[config.mk]
export PLATFORM = sky130hd
export DESIGN_NAME = byte_serial_mac
export DESIGN_NICKNAME = d
export VERILOG_FILES = /design/src/rtl/bsmac_pkg.sv /design/src/rtl/bsmac_mul8.sv /design/src/rtl/bsmac_lane_adder.sv /design/src/rtl/bsmac_ctrl.sv /design/src/rtl/bsmac_dpath.sv /design/src/rtl/byte_serial_mac.sv
export SDC_FILE = /design/constraint.sdc
export NUM_CORES = 1
export LEC_CHECK = 0
export CAP_MARGIN = 15
export CORE_MARGIN = 2
export CORE_UTILIZATION = 60
export DETAILED_ROUTE_END_ITERATION = 6
export MAX_ROUTING_LAYER = met4
export PLACE_DENSITY = 0.93
export SLEW_MARGIN = 15
export SYNTH_ARGS = -nofsm -noshare
export SYNTH_HDL_FRONTEND = slang
export SYNTH_SLANG_ARGS = --single-unit
[constraint.sdc]
create_clock -name clk -period 18.2 [get_ports clk]
set_clock_uncertainty 0.2 [all_clocks]
set_input_delay 1.82 -clock clk [delete_from_list [all_inputs] [get_ports clk]]
set_output_delay 1.82 -clock clk [all_outputs]
set_load 0.05 [all_outputs]
[src/rtl/bsmac_pkg.sv]
package bsmac_pkg;

  // Number of byte-pair partial products per 16x16 operation
  localparam int STEPS = 4;
  localparam int STEP_W = 2;

  // Strobes from control to datapath, valid for one cycle each
  typedef struct packed {
    logic              capture;   // latch operands and mode
    logic              stepValid; // add one partial product this cycle
    logic [STEP_W-1:0] stepIdx;   // which byte pair
  } ctrlStrobes_t;

endpackage

[src/rtl/bsmac_mul8.sv]
module bsmac_mul8 (
  input  logic              aSigned,
  input  logic              bSigned,
  input  logic [7:0]        aByte,
  input  logic [7:0]        bByte,
  output logic signed [16:0] prod
);

  logic signed [8:0]  aExt;
  logic signed [8:0]  bExt;
  logic signed [17:0] full;

  always_comb begin
    aExt = {aSigned & aByte[7], aByte};
    bExt = {bSigned & bByte[7], bByte};
    full = aExt * bExt;
    prod = full[16:0];
  end

endmodule

[src/rtl/bsmac_lane_adder.sv]
module bsmac_lane_adder #(
  parameter int LANES = 5,
  localparam int W = LANES * 8
) (
  input  logic [W-1:0] x,
  input  logic [W-1:0] y,
  output logic [W-1:0] sum
);

  // Byte lanes chained through a ripple carry; carry out of the top lane dropped (wrap)
  logic [LANES-1:0][7:0] xLane;
  logic [LANES-1:0][7:0] yLane;
  logic [LANES-1:0][7:0] sLane;

  for (genvar g = 0; g < LANES; g++) begin : gLane
    assign xLane[g] = x[g*8 +: 8];
    assign yLane[g] = y[g*8 +: 8];
    assign sum[g*8 +: 8] = sLane[g];
  end

  always_comb begin
    logic carry;
    logic [8:0] part;
    carry = 1'b0;
    for (int i = 0; i < LANES; i++) begin
      part = {1'b0, xLane[i]} + {1'b0, yLane[i]} + {8'd0, carry};
      sLane[i] = part[7:0];
      carry = part[8];
    end
  end

endmodule

[src/rtl/bsmac_ctrl.sv]
module bsmac_ctrl
  import bsmac_pkg::*;
(
  input  logic         clk,
  input  logic         rstN,
  input  logic         start,
  output ctrlStrobes_t strobes,
  output logic         busy,
  output logic         done
);

  logic              busyQ;
  logic [STEP_W-1:0] stepQ;
  logic              doneQ;
  logic              lastStep;

  assign lastStep = busyQ && (stepQ == STEP_W'(STEPS - 1));

  always_ff @(posedge clk or negedge rstN) begin
    if (!rstN) begin
      busyQ <= 1'b0;
      stepQ <= '0;
      doneQ <= 1'b0;
    end else begin
      doneQ <= lastStep;
      if (!busyQ) begin
        if (start) begin
          busyQ <= 1'b1;
          stepQ <= '0;
        end
      end else begin
        stepQ <= stepQ + 1'b1;
        if (lastStep) busyQ <= 1'b0;
      end
    end
  end

  always_comb begin
    strobes.capture   = start && !busyQ;
    strobes.stepValid = busyQ;
    strobes.stepIdx   = stepQ;
  end

  assign busy = busyQ;
  assign done = doneQ;

endmodule

[src/rtl/bsmac_dpath.sv]
module bsmac_dpath
  import bsmac_pkg::*;
#(
  parameter int ACC_BYTES = 5,
  localparam int ACC_W = ACC_BYTES * 8,
  localparam int EXT_W = (ACC_W > 33) ? ACC_W : 33
) (
  input  logic             clk,
  input  logic             rstN,
  input  ctrlStrobes_t     strobes,
  input  logic             accumMode,
  input  logic [15:0]      opA,
  input  logic [15:0]      opB,
  input  logic             clear,
  output logic [ACC_W-1:0] acc
);

  logic [15:0]        regA;
  logic [15:0]        regB;
  logic               modeQ;
  logic [7:0]         mulA;
  logic [7:0]         mulB;
  logic               mulASgn;
  logic               mulBSgn;
  logic [4:0]         shiftAmt;
  logic signed [16:0] prod;
  logic [EXT_W-1:0]   ppExt;
  logic [EXT_W-1:0]   ppShift;
  logic [ACC_W-1:0]   addend;
  logic [ACC_W-1:0]   sumOut;
  logic [ACC_W-1:0]   accQ;
  logic               replace;

  always_ff @(posedge clk or negedge rstN) begin
    if (!rstN) begin
      regA  <= '0;
      regB  <= '0;
      modeQ <= 1'b0;
    end else if (strobes.capture) begin
      regA  <= opA;
      regB  <= opB;
      modeQ <= accumMode;
    end
  end

  // Byte-pair selection and multiplier mode per step
  always_comb begin
    case (strobes.stepIdx)
      2'd0: begin
        mulA = regA[7:0];  mulASgn = 1'b0;
        mulB = regB[7:0];  mulBSgn = 1'b0;
        shiftAmt = 5'd0;
      end
      2'd1: begin
        mulA = regA[15:8]; mulASgn = 1'b1;
        mulB = regB[7:0];  mulBSgn = 1'b0;
        shiftAmt = 5'd8;
      end
      2'd2: begin
        mulA = regB[15:8]; mulASgn = 1'b1;
        mulB = regA[7:0];  mulBSgn = 1'b0;
        shiftAmt = 5'd8;
      end
      default: begin
        mulA = regA[15:8]; mulASgn = 1'b1;
        mulB = regB[15:8]; mulBSgn = 1'b1;
        shiftAmt = 5'd16;
      end
    endcase
  end

  bsmac_mul8 u_mul (
    .aSigned (mulASgn),
    .bSigned (mulBSgn),
    .aByte   (mulA),
    .bByte   (mulB),
    .prod    (prod)
  );

  always_comb begin
    ppExt   = {{(EXT_W - 17){prod[16]}}, prod};
    ppShift = ppExt << shiftAmt;
    addend  = ppShift[ACC_W-1:0];
  end

  bsmac_lane_adder #(.LANES(ACC_BYTES)) u_add (
    .x   (accQ),
    .y   (addend),
    .sum (sumOut)
  );

  assign replace = (strobes.stepIdx == '0) && !modeQ;

  always_ff @(posedge clk or negedge rstN) begin
    if (!rstN) begin
      accQ <= '0;
    end else if (clear) begin
      accQ <= '0;
    end else if (strobes.stepValid) begin
      accQ <= replace ? addend : sumOut;
    end
  end

  assign acc = accQ;

endmodule

[src/rtl/byte_serial_mac.sv]
module byte_serial_mac
  import bsmac_pkg::*;
#(
  parameter int ACC_BYTES = 5,
  localparam int ACC_W = ACC_BYTES * 8
) (
  input  logic             clk,
  input  logic             rstN,
  input  logic             start,
  input  logic             accumMode,
  input  logic [15:0]      opA,
  input  logic [15:0]      opB,
  input  logic             clear,
  output logic             busy,
  output logic             done,
  output logic [ACC_W-1:0] acc
);

  ctrlStrobes_t strobes;

  bsmac_ctrl u_ctrl (
    .clk     (clk),
    .rstN    (rstN),
    .start   (start),
    .strobes (strobes),
    .busy    (busy),
    .done    (done)
  );

  bsmac_dpath #(.ACC_BYTES(ACC_BYTES)) u_dpath (
    .clk       (clk),
    .rstN      (rstN),
    .strobes   (strobes),
    .accumMode (accumMode),
    .opA       (opA),
    .opB       (opB),
    .clear     (clear),
    .acc       (acc)
  );

endmodule

## Word level (Yosys, flattened, before mapping)

Cells that the tools add are included.

- Muxes and demuxes: 13
- Equality and inequality tests: 3
- Bitwise gates (word level): 2
- Reductions and logical operators: 11
- Shifts and indexed selects: 1
- Add/sub/neg operators: 10
- $mul: 1

Operator list:

| kind | number |
|---|---|
| $mux W40 | 3 |
| $shl A40 B5 Y40 | 1 |
| $add A8 B8 Y9 | 4 |
| $pmux W8 S2 | 2 |
| $add A9 B1 Y9 | 3 |
| $mul A9 B9 Y17 | 1 |
| $pmux W5 S2 | 1 |
| $add A8 B1 Y8 | 1 |
| $add A8 B8 Y8 | 1 |
| $mux W1 | 5 |
| $eq A2 B2 Y1 const B | 2 |
| $mux W2 | 2 |
| $reduce_bool A2 Y1 | 2 |
| $reduce_or A2 Y1 | 2 |
| $logic_and A1 B1 Y1 | 3 |
| $reduce_or A3 Y1 | 1 |
| $add A2 B1 Y2 const B | 1 |
| $and A1 B1 Y1 | 2 |
| $eq A2 B1 Y1 const B | 1 |
| $logic_not A1 Y1 | 2 |
| $logic_not A2 Y1 | 1 |

- Input bits: 37
- Flip-flop bits (word level): 77

## Depth between registers and ports, before layout

- Depth after elaboration: 14
- Depth in mapped cells: 59
- Gate-level depth less buffers: 58

## Modules after synthesis

A second synthesis with hierarchy kept.

- Cell total of the unflattened synthesis: 957
- Area total of the unflattened synthesis: 8692.1 um^2

By module, submodules not included:

| module | cells an instance | area an instance (um^2) | instances |
|---|---|---|---|
| bsmac_dpath | 426 | 4101.4 | 1 |
| bsmac_mul8 | 337 | 2920.3 | 1 |
| bsmac_lane_adder | 181 | 1501.4 | 1 |
| bsmac_ctrl | 13 | 168.9 | 1 |

## Worst setup path before layout

Ideal clock, no wire load.

- Path kind: reg-to-reg
- Start: reg u_ctrl.stepQ[1]
- End: reg u_dpath.accQ[38], in the netlist u_dpath.acc[38]
- Library setup time: 0.082 ns
- Data required time: 17.918 ns
- Arrival time: 12.539 ns
- Path slack: 5.379 ns
- Cell stages (with the launch flop): 57
- Buffers on the path: 2
- Path through: dfrtp_1 clkinv_1 ha_1 clkbuf_1 nor2_1 clkbuf_1 a21o_1 nand2_1 fa_1 inv_1 fa_1 ha_1 fa_1 ha_1 ha_1 fa_1 and2_1 ha_1 [21 not listed] fa_1 a21o_1 a21oi_1 o21bai_1 a21oi_1 nor2b_1 o21ai_0 nand2b_1 fa_1 fa_1 a21o_1 a21oi_1 nor2_1 o21ai_0 nand2b_1 xnor2_1 a311o_1 a31oi_1

- Longest elaborated chain between the ends: 14
- Elaborated cells between the ends (all ways): 28
- Classes of those cells: add/sub: 9; mul: 1; eq/ne: 2; shift: 1; mux: 8; bitwise: 2; reduce/logical: 5

RTL lines:

| element | RTL line | RTL |
|---|---|---|
| start: declaration | bsmac_ctrl.sv:13 | `logic [STEP_W-1:0] stepQ;` |
| start signal: assignment | bsmac_ctrl.sv:32 | `stepQ <= stepQ + 1'b1;` |
| $eq A2 B1 Y1 (tied with other cells) | bsmac_dpath.sv:48 | `case (strobes.stepIdx)` |
| $reduce_or A2 Y1 (no source line) or $reduce_or A3 Y1 (tied branches) | - |  |
| $pmux W8 S2 or $mux W1 (tied branches) | bsmac_dpath.sv:48 |  |
| $and A1 B1 Y1 | bsmac_mul8.sv:15 | `bExt = {bSigned & bByte[7], bByte};` |
| $mul A9 B9 Y17 | bsmac_mul8.sv:16 | `full = aExt * bExt;` |
| $shl A40 B5 Y40 | bsmac_dpath.sv:82 | `ppShift = ppExt << shiftAmt;` |
| $add A8 B8 Y9 | bsmac_lane_adder.sv:26 | `part = {1'b0, xLane[i]} + {1'b0, yLane[i]} + {8'd0, carry};` |
| $add A9 B1 Y9 (3 in a row) | bsmac_lane_adder.sv:26 |  |
| $add A8 B1 Y8 | bsmac_lane_adder.sv:26 |  |
| $mux W40 (*) | bsmac_dpath.sv:100 | `accQ <= replace ? addend : sumOut;` |
| $mux W40 (*) | bsmac_dpath.sv:99 | `end else if (strobes.stepValid) begin` |
| $mux W40 (*) | bsmac_dpath.sv:97 | `end else if (clear) begin` |
| end signal: assignment | bsmac_dpath.sv:100 |  |
| end: declaration | bsmac_dpath.sv:31 | `logic [ACC_W-1:0] accQ;` |

Every way passes the cells marked *; elsewhere a longest branch is shown, timed or not. The select of a mux whose other input is x is not followed.
A chain may end at the register's enable or synchronous reset.

## Final worst setup path

Ends and elaborated chain as after synthesis.

==> results.md <==
* 1st-iter DRT viols at 559
* Post-Syn Instances at 916
* Cell variety after synth at 60
* Vias post-DR at 7,172
* Actual slew at the worst max-slew pin at 1.072 ns
* Synth area leaders: dfrtp_1 23%, fa_1 18%, ha_1 11%, nor2_1 5.0%, mux2_2 4.3%
* Worst skew pair latency at 0.36 ns
* CTS sink count at 77
* Post-DRT Antenna Nets at 0
* RSZ-0062 raised after global routing: no
* Mapped cell area at 8401 sq um
* Setup slack after layout at 3.779 ns
* Post-route cell area at 9630 sq um
* CTS resizes at 0
* Die area at 14,960 sq um
* Diodes inserted at 0
* Critical Path RT at 18.27 ns
* Global-route wire length before repair at 34.38 mm
* Setup TNS at 0 ns
* Cts hold-fix bufs at 0
* Final setup viols at 0
* Routed wire length per instance at 17.73 um
* Final period utilization at 79.23%
* CP bufs+invs at 2
* DP Worst Slack at 4.040 ns
* Max Slew Vio Count at 0
* Startpoint Class: flip-flop
* CP endpoint kind: flip-flop
* DP Area at 9284 sq um
* Crit path time final at 14.42 ns
* DIE HEIGHT at 122.3 um
* Average cell area after synthesis at 9.171 sq um
* CP top delay family: adder cells
* Slowest stage cell, crit path: nor2_1
* Tot GR Track Use at 30.05%
* Row count at 43
* Register area share after synthesis at 22.94%
* Area leader, netlist: dfrtp_1
* CTS tree: done
* Hold Crit Class: reg2reg
* Fmax at 69.34 MHz
* Final wirelength at 20.49 mm
* Area of the multi-input gates at 6001 sq um
* Post-Syn Nets at 1,104
* Post-synth top cells: 112 x nor2_1, 81 x inv_1, 77 x dfrtp_1
* Slew margin rel. at 26.50%
* Status: finished, final reports clean
* HPWL after DPL at 15.66 mm
* Final hold slack at 0.3250 ns
* Post-synth ARST share at 100.0%
* Die width at 122.3 um
* Crit path top cell by count: fa_1
* Vias in the first global route at 7,164
* Number of synthesized flops with an enable pin at 0
* Fraction of layout cells with a size suffix above 1 at 7.275%
* I/O Buffers at 78
* DRC Markers at 0
* Area Growth Syn to Fin at 14.64%
* Max Cap Viol at 0
* Main synth FF type: dfrtp_1
* Largest net degree at the start of global routing at 78
* Synth Register Bits at 77
* Initial Utilization at 60.99%
* Clock Path Buffers at 2
* Ys Warns at 0
* Worst path max stage delay at 0.60 ns
* Crit-path max FO at 14
* Worst EP arrival at 14.49 ns
* Inserted Clock Buffers at 9
* Count leader, synth: nor2_1
* Share of the synthesized area in the top cell type at 22.94%
* Initial antenna violation count at 0
* # fillers at 1,013
* Final hold vios at 0
* Sequential Area at 1927 sq um
* Core Area at 13,770 sq um
* Root Driver: clkbuf_16
* I/O pins at 79
* DRT Pass-1 Iters at 5
* H-tree levels at 3
* Layout Nets at 1,159
* Worst-path clk slew at 0.06 ns
* Vias/cell at 6.204
* Postcts setup bufs at 0
* Final Wtd Congestion at 0.9212
* Class of the most critical setup path: reg2reg
* Grt total ovfl at 0
[state kept, by name, summed over array words and instances, names as in the netlist]
name / count
u_ctrl.busy: 1
u_dpath.modeQ: 1
u_ctrl.stepQ: 2
u_dpath.regA: 16
u_dpath.regB: 16
u_dpath.acc: 40
u_ctrl.done: 1
[metrics by stage]
| step | cells | util (%) |
|---|---|---|
| floorplan | 916 | - |
| detailed placement | 1140 | 67.41 |
| global route | 1156 | 69.92 |
| finish | 1156 | 69.92 |
| global placement | 1140 | 67.41 |
| CTS | 1156 | 69.92 |
[area by class of cell]
class,instances,share of cell area (%)
tap,180,2.339
multi-input combinational,717,62.31
timing repair buffer,84,8.549
sequential,77,20.01
clock buffer,9,2.339
inverter,82,3.196
clock inverter,7,1.260
[routing by layer]
layer	part of all wire [%]	wire length [um]	up-vias	GRT usage, %
li1	-	-	3270	-
met1	41	8335	3483	36.78
met2	49	9944	358	48.23
met3	7.7	1572	61	6.645
met4	3.1	639	0	12.72
met5	0	0	-	-
[cells in the final DEF (no fill, tap or decap), types with 3 or more instances in the layout]
cell type / n
nor2b_1: 13
o21bai_1: 7
a221o_1: 11
or2_2: 6
a211o_1: 4
clkbuf_16: 9
xor2_1: 9
xnor2_1: 31
ha_1: 75
nor4b_1: 4
fa_1: 76
and2_1: 11
bufinv_16: 3
or3_1: 4
o22ai_1: 10
a311oi_1: 11
nor3_1: 18
o21a_1: 7
nand2b_1: 19
nand2_1: 65
a22oi_1: 13
a21boi_0: 3
nor2_1: 112
o21ai_1: 3
o21ai_0: 36
inv_1: 81
mux2_2: 32
a22o_1: 7
nand3_1: 10
clkdlybuf4s50_1: 77
a21o_1: 25
a21oi_1: 47
mux2i_1: 9
a31oi_1: 4
buf_4: 7
dfrtp_1: 77
a211oi_1: 6
[cells by family after synthesis]
kind of cell,synth area share (%)
mux,5.541
xor+xnor,4.558
compound gates,17.31
fa+ha+maj,29.28
buf+inv,5.660
simple gates,14.72
flops,22.94
[final timing paths]
check                                             from                     endpoint  slack [ns]  cells past startpoint
setup reg to reg           u_ctrl.stepQ[1]$_DFFE_PN0P_  u_dpath.acc[38]$_DFFE_PN0P_        3.78                     52
max in group asynchronous                         rstN  u_dpath.acc[34]$_DFFE_PN0P_       15.75                      1
min in group asynchronous                         rstN  u_dpath.regA[2]$_DFFE_PN0P_        1.42                      1
hold / removal             u_dpath.regA[8]$_DFFE_PN0P_  u_dpath.regA[8]$_DFFE_PN0P_        0.32                      1
hold reg to reg            u_dpath.regA[8]$_DFFE_PN0P_  u_dpath.regA[8]$_DFFE_PN0P_        0.32                      1
setup / recovery           u_ctrl.stepQ[1]$_DFFE_PN0P_  u_dpath.acc[38]$_DFFE_PN0P_        3.78                     52
Power is left out: the tool's default activity adds up to more than one toggle a clock period on the data nets, which glitch-free logic cannot reach.
